`config.mk`:
```
export PLATFORM = sky130hd
export DESIGN_NAME = i2c_cfg_slave
export DESIGN_NICKNAME = d
export VERILOG_FILES = /design/src/rtl/i2c_cfg_slave.sv
export SDC_FILE = /design/constraint.sdc
export NUM_CORES = 1
export LEC_CHECK = 0
export ABC_AREA = 1
export BUFFER_PORTS_ARGS = -buffer_cell sky130_fd_sc_hd__buf_2
export CORE_ASPECT_RATIO = 1.2
export CORE_MARGIN = 1.5
export CORE_UTILIZATION = 45
export DETAILED_ROUTE_END_ITERATION = 10
export PLACE_DENSITY = 0.68
export SYNTH_ARGS = -nofsm -noshare
export SYNTH_HDL_FRONTEND = slang
export SYNTH_SLANG_ARGS = --single-unit
```
`constraint.sdc`:
```
create_clock -name clk -period 2.9 [get_ports clk]
set_input_delay 0.145 -clock clk [delete_from_list [all_inputs] [get_ports clk]]
set_output_delay 0.145 -clock clk [all_outputs]
set_load 0.03 [all_outputs]
```
`src/rtl/i2c_cfg_slave.sv`:
```
module i2c_cfg_slave #(
  parameter logic [6:0] DEV_ADDR = 7'h69,
  parameter int NREG = 6
) (
  input  logic        clk,
  input  logic        rst_n,
  input  logic        scl_i,
  input  logic        sda_i,
  output logic        sda_oe_o,
  input  logic [4:0]  strap_i,
  output logic [4:0]  freq_sel_o,
  output logic        spread_en_o,
  output logic        tristate_o,
  output logic        mode_o,
  output logic [8*(NREG-2)-1:0] out_en_o,
  output logic [2:0]  aux_o
);
  localparam int NSTRAP = 5;
  localparam int AW = 8 - NSTRAP;
  localparam int CW = $clog2(NREG + 3);
  localparam logic [CW-1:0] SAT = CW'(NREG + 2);

  typedef enum logic [2:0] {ST_IDLE, ST_RX, ST_ACK, ST_TX, ST_MACK} st_t;

  st_t st;
  logic [2:0] scl_p, sda_p;
  logic [3:0] cnt;
  logic [7:0] sh;
  logic rw, addr_ph, mack;
  logic [CW-1:0] bcnt;
  logic [7:0] regs [NREG-1];
  logic [AW-1:0] aux_q;
  logic [NSTRAP-1:0] strap_q;
  logic [7:0] tx_next;
  logic [NREG-1:0] wr_sel;

  always_ff @(posedge clk) begin
    if (!rst_n) begin
      scl_p <= '1;
      sda_p <= '1;
    end else begin
      scl_p <= {scl_p[1:0], scl_i};
      sda_p <= {sda_p[1:0], sda_i};
    end
  end

  wire scl_rise = scl_p[1] & ~scl_p[2];
  wire scl_fall = ~scl_p[1] & scl_p[2];
  wire start_c  = scl_p[1] & scl_p[2] & sda_p[2] & ~sda_p[1];
  wire stop_c   = scl_p[1] & scl_p[2] & ~sda_p[2] & sda_p[1];
  wire byte_done = (st == ST_RX) && scl_fall && (cnt == 4'd8);
  wire wr_pulse  = byte_done && !addr_ph;
  wire do_load   = scl_fall && (((st == ST_ACK) && rw) || ((st == ST_MACK) && !mack));

  always_ff @(posedge clk) begin
    if (!rst_n) strap_q <= ~strap_i;
  end

  always_comb begin
    tx_next = 8'hFF;
    if (bcnt == '0) tx_next = 8'(NREG);
    for (int i = 0; i < NREG - 1; i++)
      if (bcnt == CW'(i + 1)) tx_next = regs[i];
    if (bcnt == CW'(NREG)) tx_next = {aux_q, strap_q};
  end

  always_comb begin
    for (int i = 0; i < NREG; i++)
      wr_sel[i] = wr_pulse && (bcnt == CW'(i + 2));
  end

  always_ff @(posedge clk) begin
    if (!rst_n) begin
      st <= ST_IDLE;
      cnt <= '0;
      sh <= '0;
      rw <= 1'b0;
      addr_ph <= 1'b0;
      mack <= 1'b0;
      bcnt <= '0;
      sda_oe_o <= 1'b0;
    end else if (start_c) begin
      st <= ST_RX;
      cnt <= '0;
      addr_ph <= 1'b1;
      bcnt <= '0;
      sda_oe_o <= 1'b0;
    end else if (stop_c) begin
      st <= ST_IDLE;
      sda_oe_o <= 1'b0;
    end else if (do_load) begin
      sh <= tx_next;
      sda_oe_o <= ~tx_next[7];
      cnt <= 4'd1;
      st <= ST_TX;
      if (bcnt != SAT) bcnt <= bcnt + 1'b1;
    end else begin
      case (st)
        ST_RX: begin
          if (scl_rise && cnt != 4'd8) begin
            sh <= {sh[6:0], sda_p[1]};
            cnt <= cnt + 1'b1;
          end else if (byte_done) begin
            addr_ph <= 1'b0;
            if (addr_ph) begin
              if (sh[7:1] == DEV_ADDR) begin
                sda_oe_o <= 1'b1;
                rw <= sh[0];
                st <= ST_ACK;
              end else begin
                st <= ST_IDLE;
              end
            end else begin
              sda_oe_o <= 1'b1;
              st <= ST_ACK;
              if (bcnt != SAT) bcnt <= bcnt + 1'b1;
            end
          end
        end
        ST_ACK: if (scl_fall) begin
          sda_oe_o <= 1'b0;
          cnt <= '0;
          st <= ST_RX;
        end
        ST_TX: if (scl_fall) begin
          if (cnt == 4'd8) begin
            sda_oe_o <= 1'b0;
            st <= ST_MACK;
          end else begin
            sda_oe_o <= ~sh[6];
            sh <= {sh[6:0], 1'b0};
            cnt <= cnt + 1'b1;
          end
        end
        ST_MACK: begin
          if (scl_rise) mack <= sda_p[1];
          else if (scl_fall) st <= ST_IDLE;
        end
        default: st <= ST_IDLE;
      endcase
    end
  end

  always_ff @(posedge clk) begin
    if (!rst_n) begin
      for (int i = 0; i < NREG - 1; i++) regs[i] <= (i == 0) ? 8'h00 : 8'hFF;
      aux_q <= '1;
    end else begin
      for (int i = 0; i < NREG - 1; i++)
        if (wr_sel[i]) regs[i] <= sh;
      if (wr_sel[NREG-1]) aux_q <= sh[7:NSTRAP];
    end
  end

  assign freq_sel_o  = regs[0][3] ? {regs[0][2], regs[0][7:4]} : {1'b0, ~strap_q[3:0]};
  assign spread_en_o = regs[0][1];
  assign tristate_o  = regs[0][0];
  assign mode_o      = ~strap_q[4];
  assign aux_o       = aux_q;

  always_comb begin
    for (int i = 1; i < NREG - 1; i++) out_en_o[8*(i-1) +: 8] = regs[i];
  end

  a_r10_sda_moves_scl_low: assert property (@(posedge clk) disable iff (!rst_n)
    (sda_oe_o != $past(sda_oe_o)) |-> (!$past(scl_p[1]) || !sda_oe_o));

  a_r1_idle_releases: assert property (@(posedge clk) disable iff (!rst_n)
    (st == ST_IDLE) |-> !sda_oe_o);

  a_r3_one_reg_per_byte: assert property (@(posedge clk) disable iff (!rst_n)
    $onehot0(wr_sel));

  a_r4_count_saturates: assert property (@(posedge clk) disable iff (!rst_n)
    bcnt <= SAT);

  a_r7_strap_frozen: assert property (@(posedge clk) disable iff (!rst_n)
    1'b1 |=> $stable(strap_q));

  a_r5_drive_only_on_read: assert property (@(posedge clk) disable iff (!rst_n)
    (sda_oe_o && st == ST_TX) |-> rw);
endmodule

```
==> results of run 1 <==
## power by group through the flow
| stage | Sequential, W | Combinational, W | Clock [W] |
|---|---|---|---|
| CTS | 0.00130 | 0.000557 | 0.000795 |
| finish | 0.00130 | 0.000560 | 0.000774 |
| detailed placement | 0.00132 | 0.000552 | 0 |
| global placement | 0.00132 | 0.000547 | 0 |
| global route | 0.00131 | 0.000633 | 0.000845 |
| floorplan | 0.00132 | 0.000428 | 0 |
## kinds of logic after synthesis
family,after synthesis,share of synthesized area
DFF,77,0.489
xor gates and xnor gates,1,0.00215
AOI/OAI and AO/OA,52,0.0722
and+or+nand+nor,270,0.282
adders and majority gates,6,0.0184
buffers and inverters,112,0.136
## final cells by class
class,instances,share of cell area
sequential,77,0.447
multi-input combinational,329,0.342
timing repair buffer,62,0.0769
inverter,69,0.0581
tap,117,0.0328
clock buffer,9,0.0278
clock inverter,7,0.0152
## flip-flops by register name (all words and copies together), names as in the netlist, 4 cells and up
signal	flops
bcnt	4
cnt	4
regs	40
sh	8
strap_q	5
## placed cells by master (no fill, tap or decap), types with 9 or more instances in the layout
cell      netlist  final
or2_2          12     12
nand2_1       153    153
a21oi_1        20     20
o21ai_0        13     13
nor2_1         63     63
buf_2           3     52
nand3_1        19     19
edfxtp_1       45     45
inv_1          66     66
clkbuf_8        0      9
dfxtp_1        32     32
## metal layers
metal | vias up | global-route usage | wire, um
met5 | - | 0 | 0
met4 | 0 | 0.0986 | 222
met3 | 22 | 0.0461 | 503
met2 | 124 | 0.372 | 4870
met1 | 1589 | 0.247 | 4120
li1 | 1672 | - | -
## worst paths after layout
check,from,to,slack (ns),depth (start not counted)
worst max-delay path,cnt[1],regs[0][17],0.72,11
worst min-delay path,strap_i[1],strap_q[1],0.02,2
worst min register to register,sda_p[0],sda_p[1],0.42,1
worst max register to register,cnt[1],regs[0][17],0.72,11
## through the flow
| stage | setup slack (ns) | hold WS [ns] |
|---|---|---|
| floorplan | 0.740 | 0.252 |
| global placement | 0.855 | 0.332 |
| detailed placement | 0.735 | 0.333 |
| CTS | 0.718 | 0.00225 |
| global route | 0.489 | 0.00899 |
| finish | 0.716 | 0.0212 |
## worst register-to-register path, stage by stage (launching register included)
cell and delay [ns]:
dfxtp_1 0.35, inv_1 0.09, ha_1 0.14, nand2_1 0.05, nor2_1 0.20, nand2_1 0.12, inv_2 0.08, nand3_2 0.13
nor2_2 0.16, o21ai_1 0.11, nand3_2 0.28, nand2_1 0.19
## what timing repair did
item | in CTS | in global routing
endpoints found under the hold margin | 3 | 0
resized for setup | 0 | 0
hold buffers | 3 | 0
endpoints found under the setup margin | 0 | 0
==> impl_results.html, run 1 <==
<table>
<tr><th>Metric</th><th>Value</th></tr>
<tr><th colspan="2">Run status</th></tr>
<tr><td>Run status</td><td>finished clean</td></tr>
<tr><th colspan="2">Routing</th></tr>
<tr><td>Antenna Nets Post-Route</td><td>0</td></tr>
<tr><td>Via density per instance</td><td>5.09</td></tr>
<tr><td>Post-route DRC violation count</td><td>0</td></tr>
<tr><td>First drt pass iteration count</td><td>5</td></tr>
<tr><td>Via Count</td><td>3,407</td></tr>
<tr><td>Count of routing violations after the opening detailed-route iteration</td><td>212</td></tr>
<tr><td>Post-DR wirelength/cell</td><td>14.5 um</td></tr>
<tr><td>Total wire length</td><td>9720 um</td></tr>
<tr><th colspan="2">Timing</th></tr>
<tr><td>F_max</td><td>458 MHz</td></tr>
<tr><td>Relative slew slack</td><td>0.666</td></tr>
<tr><td>Final-report hold violation count</td><td>0</td></tr>
<tr><td>Setup violations, final</td><td>0</td></tr>
<tr><td>RSZ-0062 raised after global routing</td><td>false</td></tr>
<tr><td>Slew Viols, Final</td><td>0</td></tr>
<tr><td>Slew at the pin with the worst max-slew slack</td><td>0.500 ns</td></tr>
<tr><td>Final total negative setup slack</td><td>0 ns</td></tr>
<tr><td>Shortest clock period the worst path allows after layout</td><td>2.18 ns</td></tr>
<tr><td>Clk_skew</td><td>0.0180 ns</td></tr>
<tr><td>Final Cycle Share</td><td>0.753</td></tr>
<tr><th colspan="2">Critical path</th></tr>
<tr><td>Cell family with the largest share of critical-path delay</td><td>simple AND/OR/NAND/NOR gates</td></tr>
<tr><td>Setup crit end kind</td><td>flip-flop</td></tr>
<tr><td>Critical path, cell by cell</td><td>inv_1 -&gt; ha_1 -&gt; nand2_1 -&gt; nor2_1 -&gt; nand2_1 -&gt; inv_2 -&gt; nand3_2 -&gt; nor2_2 -&gt; o21ai_1 -&gt; nand3_2 -&gt; nand2_1</td></tr>
<tr><td>Peak per-stage delay on the critical path</td><td>0.35 ns</td></tr>
<tr><td>Setup CP Type</td><td>reg2reg</td></tr>
<tr><td>Launching element type of the critical path</td><td>flip-flop</td></tr>
<tr><td>Data arrival time of the critical path</td><td>2.26 ns</td></tr>
<tr><td>Highest-delay cell along the critical path</td><td>dfxtp_1</td></tr>
<tr><td>Count of buffering cells on the critical path with inverters included</td><td>2</td></tr>
<tr><td>Critical path data required time</td><td>2.97 ns</td></tr>
<tr><td>Largest driver fanout on the critical path</td><td>16</td></tr>
<tr><td>Cell repeated most along the worst path</td><td>nand2_1</td></tr>
<tr><th colspan="2">Yosys</th></tr>
<tr><td>Top cells by area in the synthesized netlist</td><td>edfxtp_1 33%, dfxtp_1 16%, nand2_1 14%</td></tr>
<tr><td>Flops &amp; latches, synth</td><td>77</td></tr>
<tr><td>Most frequent cells after synthesis</td><td>153 x nand2_1, 66 x inv_1, 63 x nor2_1</td></tr>
<tr><td>Portion of the post-synthesis area used by sequential elements</td><td>0.489</td></tr>
<tr><td>Number of synthesis warnings</td><td>0</td></tr>
<tr><td>Post-synth net total</td><td>533</td></tr>
<tr><td>Most used DFF post-synth</td><td>edfxtp_1</td></tr>
<tr><td>Mapped cell area</td><td>4070 um2</td></tr>
<tr><td>Proportion of netlist area held by the largest area contributor</td><td>0.332</td></tr>
<tr><td>Post-synthesis area per instance</td><td>7.86 um2</td></tr>
<tr><td>Post-synthesis cell type with the largest combined area</td><td>edfxtp_1</td></tr>
<tr><td>Count leader, synth</td><td>nand2_1</td></tr>
<tr><td>Count of unique library cells instantiated by Yosys</td><td>34</td></tr>
<tr><td>Number of enable-type register cells in the synthesized netlist</td><td>45</td></tr>
<tr><td>Cell count after synthesis</td><td>518</td></tr>
<tr><td>Async S/R FF share, synth</td><td>0</td></tr>
<tr><th colspan="2">Die</th></tr>
<tr><td>Row cnt</td><td>37</td></tr>
<tr><td>Overall die area</td><td>9630 um2</td></tr>
<tr><td>I/O Pins</td><td>53</td></tr>
<tr><td>Die extent in x</td><td>89.8 um</td></tr>
<tr><td>Placeable core area</td><td>8700 um2</td></tr>
<tr><td>Chip Height</td><td>107 um</td></tr>
<tr><td>Effective utilization at floorplan</td><td>0.468</td></tr>
<tr><th colspan="2">Finish</th></tr>
<tr><td>Sequential cell area</td><td>1990 um2</td></tr>
<tr><td>Count of fill cells added during filler insertion</td><td>862</td></tr>
<tr><td>Count of nets after finishing</td><td>563</td></tr>
<tr><td>Post-route core utilization</td><td>0.512</td></tr>
<tr><td>Final Cell Area</td><td>4460 um2</td></tr>
<tr><td>Antenna Diode Count</td><td>0</td></tr>
<tr><td>Share of post-route cells with drive strength above 1</td><td>0.184</td></tr>
<tr><td>Area growth, synth to finish</td><td>9.43%</td></tr>
<tr><td>Area of the multi-input gates</td><td>1530 um2</td></tr>
<tr><td>Non-Filler Instances</td><td>670</td></tr>
<tr><th colspan="2">Pwr</th></tr>
<tr><td>Combinational power share</td><td>0.213</td></tr>
<tr><td>Leakage power of the design</td><td>1.93 nW</td></tr>
<tr><td>Total chip power</td><td>0.00263 W</td></tr>
<tr><td>Max VDD drop</td><td>0.375 mV</td></tr>
<tr><td>Share of total power in sequential cells</td><td>0.494</td></tr>
<tr><td>Portion of total power attributed to the clock network</td><td>0.294</td></tr>
<tr><td>Switching share of total power</td><td>0.340</td></tr>
<tr><td>Sw power</td><td>0.000896 W</td></tr>
<tr><td>Internal power consumption</td><td>0.00174 W</td></tr>
<tr><td>Power Dens Cells</td><td>591 nW/um2</td></tr>
<tr><th colspan="2">Place</th></tr>
<tr><td>Global placer's final weighted congestion</td><td>0.913</td></tr>
<tr><td>Total of buffers placed on input and output ports</td><td>52</td></tr>
<tr><td>Placed Area</td><td>4240 um2</td></tr>
<tr><td>Final HPWL DP</td><td>7130 um</td></tr>
<tr><td>Placed insts</td><td>651</td></tr>
<tr><th colspan="2">CTS</th></tr>
<tr><td>H-tree depth</td><td>3</td></tr>
<tr><td>TritonCTS buffer count</td><td>9</td></tr>
<tr><td>Cell at the root of the clock tree</td><td>clkbuf_8</td></tr>
<tr><td>Clock transition at the registers of the reported paths</td><td>0.09 ns</td></tr>
<tr><td>Maximum number of buffers from clock root to sink</td><td>2</td></tr>
<tr><td>TritonCTS clock tree</td><td>done</td></tr>
<tr><td>Post-CTS setup buffer count</td><td>0</td></tr>
<tr><td>CTS sink count</td><td>77</td></tr>
<tr><td>Clock latency on the worst-skew pair</td><td>0.37 ns</td></tr>
<tr><th colspan="2">Hold path</th></tr>
<tr><td>Worst hold path type</td><td>in2reg</td></tr>
<tr><th colspan="2">Run</th></tr>
<tr><td>Number of maximum-capacitance constraint violations</td><td>0</td></tr>
<tr><th colspan="2">Global routing</th></tr>
<tr><td>GRT Residual Overflow</td><td>0</td></tr>
<tr><td>Global-route wire length before repair</td><td>15,600 um</td></tr>
<tr><td>Number of global-route vias before repair</td><td>3,273</td></tr>
<tr><td>Largest net degree at the start of global routing</td><td>21</td></tr>
<tr><td>Number of antenna violations at the first check in global routing</td><td>0</td></tr>
<tr><td>GR Util All Layers</td><td>0.212</td></tr>
</table>
No activity file was read; power rests on OpenSTA's default activity.
==> run 2, diff against run 1 <==
ABC_AREA = 0   (was 1)
clock period = 2.1 ns   (was 2.9 ns; I/O delays follow)
==> run 2 against run 1 <==
Die area down 0.69%; synthesized cell count decreased by 20%; core utilization grew 4.7 points; sequential cell count unchanged; fmax is 5.5% higher; global-route usage increased by 1.6 points; largest power group unchanged; critical endpoint is now regs[0][26]; total power is 21% higher; synthesized area fell by 0.71%; non-clock buffer count rose by 38; register-to-register slack got worse by 0.69 ns; count of clock-buffer cells in the layout unchanged; critical path depth down 3.
==> impl_results.html, run 2 <==
<table>
<tr><th>Metric</th><th>Value</th></tr>
<tr><th colspan="2">Finish</th></tr>
<tr><td>Most used cells in the layout excluding fill and tap cells</td><td>53 x buf_2, 45 x edfxtp_1, 36 x buf_4 (was 153 x nand2_1, 66 x inv_1, 63 x nor2_1)</td></tr>
<tr><td>Register with the most flip-flops</td><td>regs (unchanged)</td></tr>
<tr><td>Area of the multi-input gates</td><td>1710 um2 (was 1530 um2)</td></tr>
<tr><td>Sequential cell area</td><td>1990 um2 (about the same)</td></tr>
<tr><td>Area growth, synth to finish</td><td>19.6% (was 9.43%)</td></tr>
<tr><td>Count of nets after finishing</td><td>488 (was 563)</td></tr>
<tr><td>Post-route core utilization</td><td>0.559 (was 0.512)</td></tr>
<tr><td>Commonest non-fill, non-tap cell in the layout</td><td>buf_2 (was nand2_1)</td></tr>
<tr><td>Largest register FFs</td><td>40 (unchanged)</td></tr>
<tr><td>Share of post-route cells with drive strength above 1</td><td>0.268 (was 0.184)</td></tr>
<tr><td>Count of fill cells added during filler insertion</td><td>771 (was 862)</td></tr>
<tr><td>Final Cell Area</td><td>4840 um2 (was 4460 um2)</td></tr>
<tr><td>Antenna Diode Count</td><td>0 (unchanged)</td></tr>
<tr><td>Registers with the most flip-flops</td><td>regs (40), sh (8), strap_q (5) (unchanged)</td></tr>
<tr><th colspan="2">Global routing</th></tr>
<tr><td>Largest net degree at the start of global routing</td><td>24 (was 21)</td></tr>
<tr><td>Number of antenna violations at the first check in global routing</td><td>0 (unchanged)</td></tr>
<tr><td>Number of global-route vias before repair</td><td>3,179 (was 3,273)</td></tr>
<tr><td>GR Util All Layers</td><td>0.227 (was 0.212)</td></tr>
<tr><td>Global-route wire length before repair</td><td>16,200 um (was 15,600 um)</td></tr>
<tr><td>GRT Residual Overflow</td><td>0 (unchanged)</td></tr>
<tr><th colspan="2">Run status</th></tr>
<tr><td>Run status</td><td>finished clean (unchanged)</td></tr>
<tr><th colspan="2">Die</th></tr>
<tr><td>Row cnt</td><td>37 (unchanged)</td></tr>
<tr><td>Die extent in x</td><td>89.5 um (was 89.8 um)</td></tr>
<tr><td>I/O Pins</td><td>53 (unchanged)</td></tr>
<tr><td>Overall die area</td><td>9570 um2 (was 9630 um2)</td></tr>
<tr><td>Chip Height</td><td>107 um (about the same)</td></tr>
<tr><td>Effective utilization at floorplan</td><td>0.467 (was 0.468)</td></tr>
<tr><td>Placeable core area</td><td>8660 um2 (was 8700 um2)</td></tr>
<tr><th colspan="2">Pwr</th></tr>
<tr><td>Max VDD drop</td><td>0.307 mV (was 0.375 mV)</td></tr>
<tr><td>Total chip power</td><td>0.00318 W (was 0.00263 W)</td></tr>
<tr><td>Leakage power of the design</td><td>1.76 nW (was 1.93 nW)</td></tr>
<tr><td>Power Dens Cells</td><td>658 nW/um2 (was 591 nW/um2)</td></tr>
<tr><th colspan="2">Yosys</th></tr>
<tr><td>Portion of the post-synthesis area used by sequential elements</td><td>0.493 (was 0.489)</td></tr>
<tr><td>Cell count after synthesis</td><td>415 (was 518)</td></tr>
<tr><td>Async S/R FF share, synth</td><td>0 (unchanged)</td></tr>
<tr><td>Post-synthesis cell type with the largest combined area</td><td>edfxtp_1 (unchanged)</td></tr>
<tr><td>Count of unique library cells instantiated by Yosys</td><td>57 (was 34)</td></tr>
<tr><td>Post-synth net total</td><td>430 (was 533)</td></tr>
<tr><td>Proportion of netlist area held by the largest area contributor</td><td>0.334 (was 0.332)</td></tr>
<tr><td>Post-synthesis area per instance</td><td>9.74 um2 (was 7.86 um2)</td></tr>
<tr><td>Flops &amp; latches, synth</td><td>77 (unchanged)</td></tr>
<tr><td>Top cells by area in the synthesized netlist</td><td>edfxtp_1 33%, dfxtp_1 16%, buf_4 5.9% (was edfxtp_1 33%, dfxtp_1 16%, nand2_1 14%)</td></tr>
<tr><td>Most used DFF post-synth</td><td>edfxtp_1 (unchanged)</td></tr>
<tr><td>Number of enable-type register cells in the synthesized netlist</td><td>45 (unchanged)</td></tr>
<tr><td>Mapped cell area</td><td>4040 um2 (was 4070 um2)</td></tr>
<tr><td>Most frequent cells after synthesis</td><td>45 x edfxtp_1, 32 x buf_4, 32 x dfxtp_1 (was 153 x nand2_1, 66 x inv_1, 63 x nor2_1)</td></tr>
<tr><td>Number of synthesis warnings</td><td>0 (unchanged)</td></tr>
<tr><td>Count leader, synth</td><td>edfxtp_1 (was nand2_1)</td></tr>
<tr><th colspan="2">Routing</th></tr>
<tr><td>Post-DR wirelength/cell</td><td>17.5 um (was 14.5 um)</td></tr>
<tr><td>First drt pass iteration count</td><td>5 (unchanged)</td></tr>
<tr><td>Post-route DRC violation count</td><td>0 (unchanged)</td></tr>
<tr><td>M1 WL</td><td>4320 um (was 4120 um)</td></tr>
<tr><td>Via density per instance</td><td>5.57 (was 5.09)</td></tr>
<tr><td>Total wire length</td><td>10,400 um (was 9720 um)</td></tr>
<tr><td>Met3 Routed Length</td><td>569 um (was 503 um)</td></tr>
<tr><td>Antenna Nets Post-Route</td><td>0 (unchanged)</td></tr>
<tr><td>Count of routing violations after the opening detailed-route iteration</td><td>229 (was 212)</td></tr>
<tr><td>Uppermost layer routed</td><td>met4 (unchanged)</td></tr>
<tr><td>Via Count</td><td>3,314 (was 3,407)</td></tr>
<tr><td>Met2 wire length</td><td>5180 um (was 4870 um)</td></tr>
<tr><th colspan="2">Place</th></tr>
<tr><td>Placed Area</td><td>4460 um2 (was 4240 um2)</td></tr>
<tr><td>Global placer's final weighted congestion</td><td>0.888 (was 0.913)</td></tr>
<tr><td>Final HPWL DP</td><td>7540 um (was 7130 um)</td></tr>
<tr><td>Total of buffers placed on input and output ports</td><td>52 (unchanged)</td></tr>
<tr><th colspan="2">Critical path</th></tr>
<tr><td>Launching element type of the critical path</td><td>flip-flop (unchanged)</td></tr>
<tr><td>Critical path data required time</td><td>2.21 ns (was 2.97 ns)</td></tr>
<tr><td>Cell family with the largest share of critical-path delay</td><td>simple AND/OR/NAND/NOR gates (unchanged)</td></tr>
<tr><td>Highest-delay cell along the critical path</td><td>dfxtp_1 (unchanged)</td></tr>
<tr><td>Setup crit end kind</td><td>flip-flop (unchanged)</td></tr>
<tr><td>Peak per-stage delay on the critical path</td><td>0.34 ns (was 0.35 ns)</td></tr>
<tr><td>Largest driver fanout on the critical path</td><td>5 (was 16)</td></tr>
<tr><td>Count of buffering cells on the critical path with inverters included</td><td>2 (unchanged)</td></tr>
<tr><td>Critical path, cell by cell</td><td>inv_1 -&gt; ha_1 -&gt; nand3b_1 -&gt; nor2_2 -&gt; nand2_2 -&gt; nor4_4 -&gt; buf_4 -&gt; or2b_1 (was inv_1 -&gt; ha_1 -&gt; nand2_1 -&gt; nor2_1 -&gt; nand2_1 -&gt; inv_2 -&gt; nand3_2 -&gt; nor2_2 -&gt; o21ai_1 -&gt; nand3_2 -&gt; nand2_1)</td></tr>
<tr><td>Data arrival time of the critical path</td><td>2.18 ns (was 2.26 ns)</td></tr>
<tr><td>Setup CP Type</td><td>reg2reg (unchanged)</td></tr>
<tr><th colspan="2">Timing</th></tr>
<tr><td>Relative slew slack</td><td>0.545 (was 0.666)</td></tr>
<tr><td>Slew at the pin with the worst max-slew slack</td><td>0.676 ns (was 0.500 ns)</td></tr>
<tr><td>Final Cycle Share</td><td>0.985 (was 0.753)</td></tr>
<tr><td>F_max</td><td>483 MHz (was 458 MHz)</td></tr>
<tr><td>Slew Viols, Final</td><td>0 (unchanged)</td></tr>
<tr><td>Shortest clock period the worst path allows after layout</td><td>2.07 ns (was 2.18 ns)</td></tr>
<tr><td>Final-report hold violation count</td><td>0 (unchanged)</td></tr>
<tr><td>Worst Hold Margin</td><td>0.177 ns (was 0.0212 ns)</td></tr>
<tr><td>Clk_skew</td><td>0.0133 ns (was 0.0180 ns)</td></tr>
<tr><td>Setup violations, final</td><td>0 (unchanged)</td></tr>
<tr><td>Final total negative setup slack</td><td>0 ns (unchanged)</td></tr>
<tr><th colspan="2">CTS</th></tr>
<tr><td>CTS sink count</td><td>77 (unchanged)</td></tr>
<tr><td>TritonCTS buffer count</td><td>9 (unchanged)</td></tr>
<tr><td>Maximum number of buffers from clock root to sink</td><td>2 (unchanged)</td></tr>
<tr><td>Cell at the root of the clock tree</td><td>clkbuf_8 (unchanged)</td></tr>
<tr><td>Clock transition at the registers of the reported paths</td><td>0.09 ns (about the same)</td></tr>
<tr><td>Clock latency on the worst-skew pair</td><td>0.37 ns (about the same)</td></tr>
<tr><td>TritonCTS clock tree</td><td>done (unchanged)</td></tr>
<tr><td>H-tree depth</td><td>3 (unchanged)</td></tr>
<tr><th colspan="2">Run</th></tr>
<tr><td>Number of maximum-capacitance constraint violations</td><td>0 (unchanged)</td></tr>
<tr><th colspan="2">Hold path</th></tr>
<tr><td>Worst hold path type</td><td>in2reg (unchanged)</td></tr>
</table>
==> run 2: cell count changes after synthesis, sizes merged, moves of 9 or more <==
cell	previous run	this run
nand2	155	30
inv	69	20
nor2	68	26
nand2b	0	17
clkbuf	6	18
a21oi	20	31
mux2i	0	11
nand3	21	10
or2	12	1
nor2b	0	10
and2	0	9
==> run 2: cell families (layout without fill, tap and decap cells) <==
kind of cell | Yosys count | after routing | synth area share
and+or+nand+nor | 143 | 143 | 0.195
AOI/OAI and AO/OA | 101 | 101 | 0.160
buffers and inverters | 74 | 137 | 0.101
xor gates and xnor gates | 3 | 3 | 0.00650
DFF | 77 | 77 | 0.493
muxes | 11 | 11 | 0.0272
adders and majority gates | 6 | 6 | 0.0186
==> run 2: timing repair <==
| action | 4_1_cts | 5_1_grt |
|---|---|---|
| resized for setup | 0 | 17 |
| setup endpoints to repair | 0 | 65 |
| hold buffers | 7 | 0 |
| hold endpoints to repair | 7 | 0 |
| buffers inserted | 0 | 2 |
==> run 2: final cells by class <==
cell class / instances / share of cell area
inverters: 21 / 0.0163
clock inverters: 7 / 0.0199
clock buffers: 9 / 0.0256
repair buffers: 100 / 0.142
flip-flops and latches: 77 / 0.412
well taps: 117 / 0.0303
multi-input cells: 264 / 0.354
==> run 2: worst paths after layout <==
check | slack (ns) | start | cells past startpoint | end
setup reg to reg | 0.03 | cnt[0] | 8 | regs[0][26]
hold / removal | 0.18 | rst_n | 3 | scl_p[0]
hold reg to reg | 0.42 | scl_p[0] | 1 | scl_p[1]
setup / recovery | 0.03 | cnt[0] | 8 | regs[0][26]
==> run 2: through the flow <==
| step | worst slack (ns) | std cells |
|---|---|---|
| detailed placement | 0.0500 | 569 |
| finish | 0.0305 | 595 |
| CTS | 0.0426 | 592 |
| global route | -0.00873 | 595 |
| global placement | 0.101 | 569 |
| floorplan | -0.121 | 415 |
==> run 2: layer usage <==
metal,track usage,up-vias
li1,-,1573
met1,0.273,1577
met2,0.385,135
met3,0.0500,29
met4,0.0989,0
met5,0,-
==> run 2: worst register-to-register path: cells and delay by family, from the launching register on <==
family | cells | cell delay (ns)
and+or+nand+nor | 5 | 1.03
buffers and inverters | 2 | 0.30
adders and majority gates | 1 | 0.14
DFF | 1 | 0.34
==> run 2: report_power, final <==
group | switching [W] | internal (W) | total [W] | leakage [nW]
sequential | 0.0000255 | 0.00162 | 0.00165 | 0.608
combinational | 0.000170 | 0.000109 | 0.000279 | 1.05
clock | 0.000583 | 0.000673 | 0.00126 | 0.104
